===== src/rtl/pfg_pkg.sv =====
// Package: shared register addresses and the control register layout for
// the PWM fault protection controller. Assumes a 2-bit register address.
package pfg_pkg;
    localparam int ADDR_W = 2;

    localparam logic [ADDR_W-1:0] A_CTRL = 2'd0;
    localparam logic [ADDR_W-1:0] A_MASK = 2'd1;
    localparam logic [ADDR_W-1:0] A_IDLE = 2'd2;
    localparam logic [ADDR_W-1:0] A_FLAG = 2'd3;

    localparam int CB_EN      = 0;
    localparam int CB_LATCHED = 1;
    localparam int CB_BRK_IGN = 2;
    localparam int CB_LOCK    = 3;

    typedef struct packed {
        logic lock;
        logic brk_ign;
        logic latched;
        logic en;
    } ctrl_t;
endpackage


===== src/rtl/pfg_regs.sv =====
// Module: configuration registers. Holds control, event mask and idle level.
// Decodes the flag-clear write into a one-cycle pulse.
// Assumes NEVT <= DW and NCH <= DW. Lock is set-only and reset clears it.
module pfg_regs
    import pfg_pkg::*;
#(
    parameter int NCH  = 8,
    parameter int NEVT = 4,
    parameter int DW   = 8
) (
    input  logic              clk,
    input  logic              rst_n,
    input  logic              wr_en_i,
    input  logic [ADDR_W-1:0] wr_addr_i,
    input  logic [DW-1:0]     wr_data_i,
    output ctrl_t             ctrl_o,
    output logic [NEVT-1:0]   mask_o,
    output logic [NCH-1:0]    idle_o,
    output logic              flag_clr_o
);
    ctrl_t           ctrl_q;
    logic [NEVT-1:0] mask_q;
    logic [NCH-1:0]  idle_q;

    // Purpose: register writes; the mask is frozen while the lock is set.
    always_ff @(posedge clk) begin
        if (!rst_n) begin
            ctrl_q <= '0;
            mask_q <= '0;
            idle_q <= '0;
        end else if (wr_en_i) begin
            case (wr_addr_i)
                A_CTRL: begin
                    ctrl_q.en      <= wr_data_i[CB_EN];
                    ctrl_q.latched <= wr_data_i[CB_LATCHED];
                    ctrl_q.brk_ign <= wr_data_i[CB_BRK_IGN];
                    ctrl_q.lock    <= ctrl_q.lock | wr_data_i[CB_LOCK];
                end
                A_MASK: if (!ctrl_q.lock) mask_q <= wr_data_i[NEVT-1:0];
                A_IDLE: idle_q <= wr_data_i[NCH-1:0];
                default: ;
            endcase
        end
    end

    // Purpose: one-cycle pulse for a write of 1 to the flag-clear bit.
    always_comb flag_clr_o = wr_en_i && (wr_addr_i == A_FLAG) && wr_data_i[0];

    assign ctrl_o = ctrl_q;
    assign mask_o = mask_q;
    assign idle_o = idle_q;
endmodule


===== src/rtl/pfg_detect.sv =====
// Module: combinational fault detection. Each event input is qualified by
// its mask bit, the break request by the break-ignore bit, and the result
// by the global enable. Has no state, so the result is valid in the same cycle.
module pfg_detect
    import pfg_pkg::*;
#(
    parameter int NEVT = 4
) (
    input  ctrl_t           ctrl_i,
    input  logic [NEVT-1:0] mask_i,
    input  logic [NEVT-1:0] evt_fault_i,
    input  logic            brk_req_i,
    output logic            fault_now_o
);
    logic [NEVT-1:0] evt_hit;

    // Purpose: per-source qualification of the event inputs by the mask.
    for (genvar e = 0; e < NEVT; e++) begin : g_evt
        assign evt_hit[e] = evt_fault_i[e] & mask_i[e];
    end

    // Purpose: combine the sources under the enable and the break-ignore bit.
    always_comb begin
        fault_now_o = ctrl_i.en & ((|evt_hit) | (brk_req_i & ~ctrl_i.brk_ign));
    end
endmodule


===== src/rtl/pfg_recover.sv =====
// Module: sticky fault flag and the recovery state. Cycle-by-cycle mode
// keeps the hold until an update strobe arrives while no fault is present.
// Latched mode keeps the fault state until software clears the flag.
// A fault in the same cycle as a clear write wins over the clear.
module pfg_recover (
    input  logic clk,
    input  logic rst_n,
    input  logic latched_i,
    input  logic fault_now_i,
    input  logic update_i,
    input  logic flag_clr_i,
    output logic flag_o,
    output logic hold_o,
    output logic fault_active_o
);
    logic flag_q;
    logic hold_q;

    // Purpose: the flag is set by any fault and cleared by a write of 1.
    always_ff @(posedge clk) begin
        if (!rst_n)           flag_q <= 1'b0;
        else if (fault_now_i) flag_q <= 1'b1;
        else if (flag_clr_i)  flag_q <= 1'b0;
    end

    // Purpose: the cycle-by-cycle hold is released by a fault-free update strobe.
    always_ff @(posedge clk) begin
        if (!rst_n)           hold_q <= 1'b0;
        else if (fault_now_i) hold_q <= 1'b1;
        else if (update_i)    hold_q <= 1'b0;
    end

    // Purpose: fault state is the live fault or the stored state of the selected mode.
    always_comb fault_active_o = fault_now_i | (latched_i ? flag_q : hold_q);

    assign flag_o = flag_q;
    assign hold_o = hold_q;
endmodule


===== src/rtl/pfg_gate.sv =====
// Module: per-channel output override. While in the fault state each
// channel drives its idle bit; otherwise the timer waveform passes through.
module pfg_gate #(
    parameter int NCH = 8
) (
    input  logic           active_i,
    input  logic [NCH-1:0] idle_i,
    input  logic [NCH-1:0] pwm_i,
    output logic [NCH-1:0] pwm_o
);
    // Purpose: one 2:1 selector for each channel.
    for (genvar c = 0; c < NCH; c++) begin : g_ch
        assign pwm_o[c] = active_i ? idle_i[c] : pwm_i[c];
    end
endmodule


===== src/rtl/pwm_fault_guard.sv =====
// Module: top of the PWM fault protection controller. Connects the
// registers, detection, recovery and output gating.
// Assumes update_i comes from the same clock domain as the block.
module pwm_fault_guard
    import pfg_pkg::*;
#(
    parameter int NCH  = 8,
    parameter int NEVT = 4,
    parameter int DW   = 8
) (
    input  logic              clk,
    input  logic              rst_n,
    input  logic              update_i,
    input  logic              brk_req_i,
    input  logic [NEVT-1:0]   evt_fault_i,
    input  logic              wr_en_i,
    input  logic [ADDR_W-1:0] wr_addr_i,
    input  logic [DW-1:0]     wr_data_i,
    input  logic [NCH-1:0]    pwm_i,
    output logic [NCH-1:0]    pwm_o,
    output logic              fault_active_o,
    output logic              fault_flag_o
);
    ctrl_t           ctrl;
    logic [NEVT-1:0] mask_q;
    logic [NCH-1:0]  idle_q;
    logic            flag_clr;
    logic            fault_now;
    logic            hold_q;

    pfg_regs #(.NCH(NCH), .NEVT(NEVT), .DW(DW)) u_regs (
        .clk(clk), .rst_n(rst_n), .wr_en_i(wr_en_i), .wr_addr_i(wr_addr_i),
        .wr_data_i(wr_data_i), .ctrl_o(ctrl), .mask_o(mask_q),
        .idle_o(idle_q), .flag_clr_o(flag_clr)
    );

    pfg_detect #(.NEVT(NEVT)) u_detect (
        .ctrl_i(ctrl), .mask_i(mask_q), .evt_fault_i(evt_fault_i),
        .brk_req_i(brk_req_i), .fault_now_o(fault_now)
    );

    pfg_recover u_recover (
        .clk(clk), .rst_n(rst_n), .latched_i(ctrl.latched),
        .fault_now_i(fault_now), .update_i(update_i), .flag_clr_i(flag_clr),
        .flag_o(fault_flag_o), .hold_o(hold_q), .fault_active_o(fault_active_o)
    );

    pfg_gate #(.NCH(NCH)) u_gate (
        .active_i(fault_active_o), .idle_i(idle_q), .pwm_i(pwm_i), .pwm_o(pwm_o)
    );
endmodule


===== config.mk =====
export PLATFORM = sky130hd
export DESIGN_NAME = pwm_fault_guard
export DESIGN_NICKNAME = d
export VERILOG_FILES = /design/src/rtl/pfg_pkg.sv /design/src/rtl/pfg_regs.sv /design/src/rtl/pfg_detect.sv /design/src/rtl/pfg_recover.sv /design/src/rtl/pfg_gate.sv /design/src/rtl/pwm_fault_guard.sv
export SDC_FILE = /design/constraint.sdc
export NUM_CORES = 1
export LEC_CHECK = 0
export ABC_AREA = 0
export BUFFER_PORTS_ARGS = -buffer_cell sky130_fd_sc_hd__buf_2
export CAP_MARGIN = 15
export CORE_AREA = 2 2 47 49
export CTS_CLUSTER_DIAMETER = 100
export DETAILED_ROUTE_END_ITERATION = 8
export DIE_AREA = 0 0 49 51
export PLACE_DENSITY = 0.72
export SYNTH_ARGS = -nofsm -noshare
export SYNTH_HDL_FRONTEND = slang
export SYNTH_SLANG_ARGS = --single-unit

===== constraint.sdc =====
create_clock -name clk -period 1.95 [get_ports clk]
set_input_delay 0.39 -clock clk [delete_from_list [all_inputs] [get_ports clk]]
set_output_delay 0.39 -clock clk [all_outputs]
set_load 0.05 [all_outputs]

After elaboration in Yosys (flattened, before gate mapping)
Index checks and enable logic that the tools add are counted.
- register bits: 18
- word-level logic and storage cells: 44
- eq/ne operators: 3
- mux-type cells: 13
- bitwise logic cells: 11
- reduce and logical (&&, ||, !) cells: 9
- operators with widths (kind ; number):
    $mux 1 ; 13
    $and 1x1->1 ; 6
    $eq 2x2->1 const B ; 2
    $reduce_and 2->1 ; 2
    $reduce_bool 2->1 ; 2
    $reduce_or 4->1 ; 1
    $or 1x1->1 ; 3
    $reduce_and 3->1 ; 1
    $eq 2x1->1 const B ; 1
    $logic_and 1x1->1 ; 2
    $logic_not 2->1 ; 1
    $not 1->1 ; 2

Longest topological paths before layout
Gate-level depths: netlist of the first run.
- depth in word-level cells: 6
- mapped depth: 5

Modules after synthesis
A second synthesis of the first run with hierarchy kept.
- cells, all modules: 87
- area total of the unflattened synthesis: 882.1 um2
- by module, submodules not included (module ; times used ; cells an instance ; area each (um2) ; seq. area each (um2)):
    pfg_regs ; 1 ; 65 ; 638.1 ; 320.3
    pfg_gate ; 1 ; 9 ; 131.4 ; 0.0
    pfg_recover ; 1 ; 8 ; 82.6 ; 40.0
    pfg_detect ; 1 ; 5 ; 30.0 ; 0.0

Least setup slack after synthesis of the first run
Ideal clock, no wire load.
- path type: input -> output
- from: input port evt_fault_i[3]
- to: output port pwm_o[0]
- data arrival time: 1.535 ns
- data required time: 1.560 ns
- slack: 0.025 ns
- stages: 5
- path buffers: 1
- cell sequence: a222oi_1 a31o_1 and2_4 buf_12 mux2_4
- word-level cells in the longest chain between the ends: 6
- RTL lines (element ; line ; RTL):
    from (decl) ; pwm_fault_guard.sv:15 ; input logic [NEVT-1:0] evt_fault_i,
    $and 1x1->1 ; pfg_detect.sv:19 ; assign evt_hit[e] = evt_fault_i[e] & mask_i[e];
    $reduce_or 4->1 ; pfg_detect.sv:24 ; fault_now_o = ctrl_i.en & ((|evt_hit) | (brk_req_i & ~ctrl_i.brk_ign));
    $or 1x1->1 ; pfg_detect.sv:24 ;
    $and 1x1->1 ; pfg_detect.sv:24 ;
    $or 1x1->1 ; pfg_recover.sv:34 ; always_comb fault_active_o = fault_now_i | (latched_i ? flag_q : hold_q);
    $mux 1 ; pfg_gate.sv:13 ; assign pwm_o[c] = active_i ? idle_i[c] : pwm_i[c];
    to (decl) ; pwm_fault_guard.sv:20 ; output logic [NCH-1:0] pwm_o,
Every way passes these cells.

Final worst setup path of the first run
- from: register u_regs.mask_q[3], in the netlist u_regs.mask_o[3]
- to: output port pwm_o[6]
- word-level cells in the longest chain between the ends: 6
- RTL lines (element ; line ; RTL):
    from (decl) ; pfg_regs.sv:22 ; logic [NEVT-1:0] mask_q;
    from (signal assigned) ; pfg_regs.sv:39 ; A_MASK: if (!ctrl_q.lock) mask_q <= wr_data_i[NEVT-1:0];
    $and 1x1->1 ; pfg_detect.sv:19 ;
    $reduce_or 4->1 ; pfg_detect.sv:24 ;
    $or 1x1->1 ; pfg_detect.sv:24 ;
    $and 1x1->1 ; pfg_detect.sv:24 ;
    $or 1x1->1 ; pfg_recover.sv:34 ;
    $mux 1 ; pfg_gate.sv:13 ;
Every way passes these cells.

==> flow_summary.json, run 1 <==
{
  "synthDistinctLibCells": 20,
  "synth-edff-count": 0,
  "grtUsageMet1_pct": 18.6,
  "fillerInstances": 203,
  "slew_headroom_pct": 63.5,
  "port_buffers": 36,
  "netlist_top_cells_area": "dfxtp_1 41%, mux2i_1 17%, mux2_4 14%, nor2b_1 11%, buf_12 2.3%",
  "antenna_left": 0,
  "p_clk_share_pct": 29.4,
  "synth_common_cells": "18 x dfxtp_1, 16 x nor2b_1, 15 x mux2i_1, 8 x mux2_4, 3 x nand2_1",
  "fin_nets": 147,
  "grt.total_usage_pct": 17.1,
  "startpoint_type": "register",
  "clock_path_buffers": 2,
  "fin_crit_sh_pct": 119,
  "crit_type": "register to primary output",
  "cts_root_buffer": "clkbuf_4",
  "antennaDiodeCount": 0,
  "multi_input_area_sq_um": 494,
  "crit_path_start": "u_regs.mask_o[3]",
  "p_int_mw": 0.581,
  "synth-seq-area-share_pct": 40.9,
  "grt.met2_usage_pct": 30.6,
  "gp_congestion": 0.688,
  "synthCells": 79,
  "grt_pass1_vias": 732,
  "r2r_start": "u_regs.mask_o[3]",
  "design_area_sq_mm": 0.00119,
  "min_path_type": "input port to register",
  "cp-end-kind": "primary output",
  "post-route-util_pct": 57.7,
  "viasPerCell": 4.71,
  "status": "complete, but fails checks",
  "syn_nets": 106,
  "leakage_nw": 0.574,
  "numPlacedInstances": 141,
  "finalWirelength_um": 1910,
  "grt_overflow": 0,
  "yosysMostFrequentCell": "dfxtp_1",
  "layout-drive-gt1-share_pct": 47.1,
  "grt_max_degree": 19,
  "dieHeight_um": 51,
  "max_freq_ghz": 0.430,
  "yosys_warnings": 0,
  "core_area_sq_mm": 0.00206,
  "comb_power_share_pct": 22.8,
  "antenna_found_initial": 0,
  "use_met3_pct": 3.80,
  "rsz0062_at_grt": "true",
  "violations": "setup timing",
  "synth-seq-cells": 18,
  "p_per_area_mw_per_mm2": 678,
  "ys_async_sr_fraction_pct": 0,
  "die-area_sq_mm": 0.00250,
  "final_hold_viol_count": 0,
  "power_switching_mw": 0.225,
  "synth_area_sq_um": 882,
  "initialDrtViolationCount": 8,
  "synth_largest_area_cell": "dfxtp_1",
  "place_hpwl_um": 1380,
  "finClkSkew_ns": 0.00883,
  "clkTransAtPathRegs_ns": 0.11,
  "ctsHtreeMaxLevel": 1,
  "min_from": "wr_data_i[4]",
  "fin_hold_ws_ns": 0.336,
  "top_usage_layer": "met2",
  "worst_pin_slew_ns": 0.546,
  "synthDominantCellAreaShare_pct": 40.9,
  "die_w_um": 49,
  "power.share.sequential_pct": 47.9,
  "irDropWorstVdd_mv": 0.402,
  "power.total_mw": 0.807,
  "dr_total_vias": 692,
  "slew_violations": 0,
  "post-route-worst-setup-slack_ns": -0.374,
  "cts_tree": "done",
  "setup_viol": 9,
  "layout.cells.non_filler": 147,
  "avgSynthCellArea_sq_um": 11.2,
  "grt_pass1_wl_um": 3190,
  "rows": 17,
  "synth_ff_type": "dfxtp_1",
  "cp_data_arrival_time_ns": 1.93,
  "clock_sinks": 18,
  "ioPinCount": 37,
  "seq_area_sq_um": 362,
  "setup_tns_ns": -3.02,
  "drc": 0,
  "start_util_pct": 42.8,
  "swShare_pct": 27.9,
  "required_ns": 1.56,
  "period_minus_slack_ns": 2.32,
  "clk_latency_ns": 0.31,
  "wl_per_cell_um": 13.0,
  "maxCapViolations": 0,
  "area_delta_synth_final_pct": 34.9,
  "crit_fanout": 5,
  "cts_buffers": 3,
  "first_pass_iters": 4,
  "post_dp_cell_area_sq_mm": 0.00108,
  "pre_cts_slack_ns": -0.251
}
==> logic make-up after synthesis <==
family / share of synthesized area (%)
AND/OR/NAND/NOR: 18.9
multiplexers: 30.6
flip-flops: 40.9
AO/OA/AOI/OAI: 5.53
buffers and inverters: 4.11
==> placed cells by master (no fill, tap or decap) <==
cell type   n
nand2b_1    2
nor3_2      1
mux2_4      8
a222oi_1    1
inv_1       1
buf_2      27
nor3b_2     1
o21ai_0     1
mux2i_1    15
nor2b_1    16
a21boi_0    2
inv_2       1
clkbuf_8    1
dfxtp_1    17
dfxtp_2     1
clkbuf_4    3
buf_4       1
a31o_1      1
a21oi_1     2
nand2_1     3
buf_6      10
nand3b_1    1
nor2_1      1
and2_4      2
==> repair_timing <==
item | 4_1_cts | 5_1_grt
pin swaps | 2 | 2
endpoints found under the setup margin | 9 | 9
gates resized for setup | 22 | 0
gates cloned | 1 | 0
hold buffers | 0 | 0
setup buffers | 1 | 0
==> per-layer routing <==
metal / wire (um) / part of all wire, %
met4: 31 / 1.6
met5: 0 / 0
met3: 120 / 6.3
met2: 946 / 49
met1: 814 / 43
==> path summary, 6_finish.rpt <==
path / end / cells past startpoint / slack (ns)
worst max-delay path: pwm_o[6] / 5 / -0.37
worst min-delay path: u_regs.idle_o[4] / 3 / 0.34
worst max register to register: u_recover.flag_o / 4 / 0.69
worst min register to register: u_recover.hold_o / 2 / 0.50
==> power by group through the flow <==
| stage | Combinational, mW | Sequential [mW] | Clock (mW) |
|---|---|---|---|
| 2_1_floorplan | 0.114 | 0.395 | 0 |
| 3_3_place_gp | 0.158 | 0.394 | 0 |
| 3_5_place_dp | 0.161 | 0.395 | 0 |
| 4_1_cts | 0.184 | 0.386 | 0.250 |
| 5_1_grt | 0.195 | 0.388 | 0.263 |
| 6_report | 0.184 | 0.386 | 0.237 |
==> registers in the layout (all words and copies together) (netlist names) <==
signal / cells
u_regs.idle_o: 8
u_recover.flag_o: 1
u_recover.hold_o: 1
u_regs.ctrl_o: 4
u_regs.mask_o: 4
==> area by class of cell <==
type	instances	area share [%]
Clock buffer	4	3.05
Inverter	2	0.631
Multi-Input combinational cell	57	41.5
Sequential cell	18	30.4
Tap cell	28	2.94
Timing Repair Buffer	38	21.5
==> worst max-delay path, stage by stage, from the launching register on <==
cell and delay, ns:
dfxtp_2 0.34, a222oi_1 0.34, a31o_1 0.26, and2_4 0.22, mux2_4 0.31, buf_6 0.15
Power figures use the tool's default switching activity.
==> run 2, diff against run 1 <==
Settings changed: CORE_AREA 2 2 47 49 to 2 2 43 54, DIE_AREA 0 0 49 51 to 0 0 45 56, PLACE_DENSITY 0.72 to 0.71.
==> run 2 against run 1 <==
  * The run still ends with setup timing left
  * Critical path depth unchanged
  * Design area shrank 0.84%
  * Maximum frequency rose by 2.8%
  * Sequential share of layout area increased by 0.26 points
==> flow_summary.json, run 2 (synthesized netlist as in run 1, its figures left out) <==
{
  "cp-end-kind": "primary output",
  "place_hpwl_um": 1310,
  "die_w_um": 45,
  "seq_area_sq_um": 362,
  "antenna_found_initial": 0,
  "first_pass_iters": 4,
  "layout_commonest_cell": "buf_2",
  "startpoint_type": "register",
  "maxCapViolations": 0,
  "post_dp_cell_area_sq_mm": 0.00107,
  "ctsHtreeMaxLevel": 1,
  "final_hold_viol_count": 0,
  "clock_path_buffers": 2,
  "clock_sinks": 18,
  "crit_type": "register to primary output",
  "grt.total_usage_pct": 15.7,
  "grt_overflow": 0,
  "grt_pass1_vias": 706,
  "post-route-worst-setup-slack_ns": -0.310,
  "fillerInstances": 181,
  "status": "complete, but fails checks",
  "area_delta_synth_final_pct": 33.8,
  "period_minus_slack_ns": 2.26,
  "cp_data_arrival_time_ns": 1.87,
  "finClkSkew_ns": 0.0102,
  "power.total_mw": 0.807,
  "slew_headroom_pct": 63.8,
  "rsz0062_at_grt": "true",
  "core_area_sq_mm": 0.00198,
  "finalWirelength_um": 1830,
  "setup_tns_ns": -2.46,
  "final_cell_mix": "27 x buf_2, 17 x dfxtp_1, 16 x nor2b_1",
  "wl_per_cell_um": 13.2,
  "cts_buffers": 3,
  "crit_fanout": 5,
  "ioPinCount": 37,
  "gp_congestion": 0.800,
  "drc": 0,
  "worst_pin_slew_ns": 0.541,
  "multi_input_area_sq_um": 494,
  "p_per_area_mw_per_mm2": 684,
  "hold_buffers": 0,
  "antenna_left": 0,
  "largest_reg_flops": 8,
  "clkTransAtPathRegs_ns": 0.11,
  "setup_viol": 9,
  "post-route-util_pct": 59.5,
  "die-area_sq_mm": 0.00252,
  "max_freq_ghz": 0.442,
  "dieHeight_um": 56,
  "grt_max_degree": 19,
  "design_area_sq_mm": 0.00118,
  "clk_latency_ns": 0.30,
  "numPlacedInstances": 133,
  "rows": 18,
  "grt_pass1_wl_um": 2970,
  "layout-drive-gt1-share_pct": 47.1,
  "fin_crit_sh_pct": 116,
  "leakage_nw": 0.574,
  "cts_root_buffer": "clkbuf_4",
  "required_ns": 1.56,
  "cts_tree": "done",
  "antennaDiodeCount": 0,
  "dr_total_vias": 715,
  "start_util_pct": 44.5,
  "violations": "setup timing",
  "slew_violations": 0,
  "viasPerCell": 5.14,
  "min_path_type": "input port to register",
  "irDropWorstVdd_mv": 0.456,
  "port_buffers": 36,
  "layout.cells.non_filler": 139,
  "fin_nets": 147,
  "initialDrtViolationCount": 6
}
## run 2: cell counts in the layout (fill, tap and decap cells not counted)
No cell type changed its count.
## run 2: final cells by class
class | instances | share of cell area [%]
inverters | 2 | 0.636
clock buffers | 4 | 3.08
multi-input cells | 57 | 41.9
repair buffers | 38 | 21.6
flip-flops and latches | 18 | 30.6
well taps | 20 | 2.12
## run 2: per-stage QoR
| stage | setup slack [ns] | hold slack (ns) |
|---|---|---|
| detailed placement | -0.227 | 0.477 |
| CTS | -0.360 | 0.342 |
| floorplan | 0.0254 | 0.455 |
| global route | -0.446 | 0.358 |
| global placement | -0.228 | 0.468 |
| finish | -0.310 | 0.341 |
## run 2: power by group
| part | internal (mW) | switching [mW] | leakage (nW) |
|---|---|---|---|
| sequential | 0.380 | 0.00643 | 0.147 |
| clock | 0.114 | 0.124 | 0.0210 |
| combinational | 0.0876 | 0.0954 | 0.406 |
| total | 0.581 | 0.226 | 0.574 |
## run 2: timing repair
action / 4_1_cts / 5_1_grt
pin swaps: 2 / 2
setup buffers: 0 / 1
gates resized for setup: 19 / 3
endpoints found under the setup margin: 9 / 9
gates cloned: 1 / 0
## run 2: path summary, 6_finish.rpt
kind / from / end / slack (ns) / cells past startpoint
max: u_regs.mask_o[0] / pwm_o[7] / -0.31 / 5
min: wr_data_i[6] / u_regs.idle_o[6] / 0.34 / 3
max reg2reg: u_regs.mask_o[0] / u_recover.flag_o / 0.76 / 4
min reg2reg: u_recover.hold_o / u_recover.hold_o / 0.49 / 2
## run 2: critical path: stages (launching register included)
cell and delay (ns):
dfxtp_1 0.33, a222oi_1 0.31, a31o_1 0.24, and2_4 0.22, mux2_4 0.31, buf_6 0.15
## run 2: per-layer routing
| metal | global-route usage, % | vias up | part of all wire (%) |
|---|---|---|---|
| li1 | - | 352 | - |
| met1 | 19.4 | 326 | 44 |
| met2 | 25.1 | 33 | 48 |
| met3 | 2.27 | 4 | 6.4 |
| met4 | 8.40 | 0 | 1.5 |
| met5 | 0 | - | 0 |
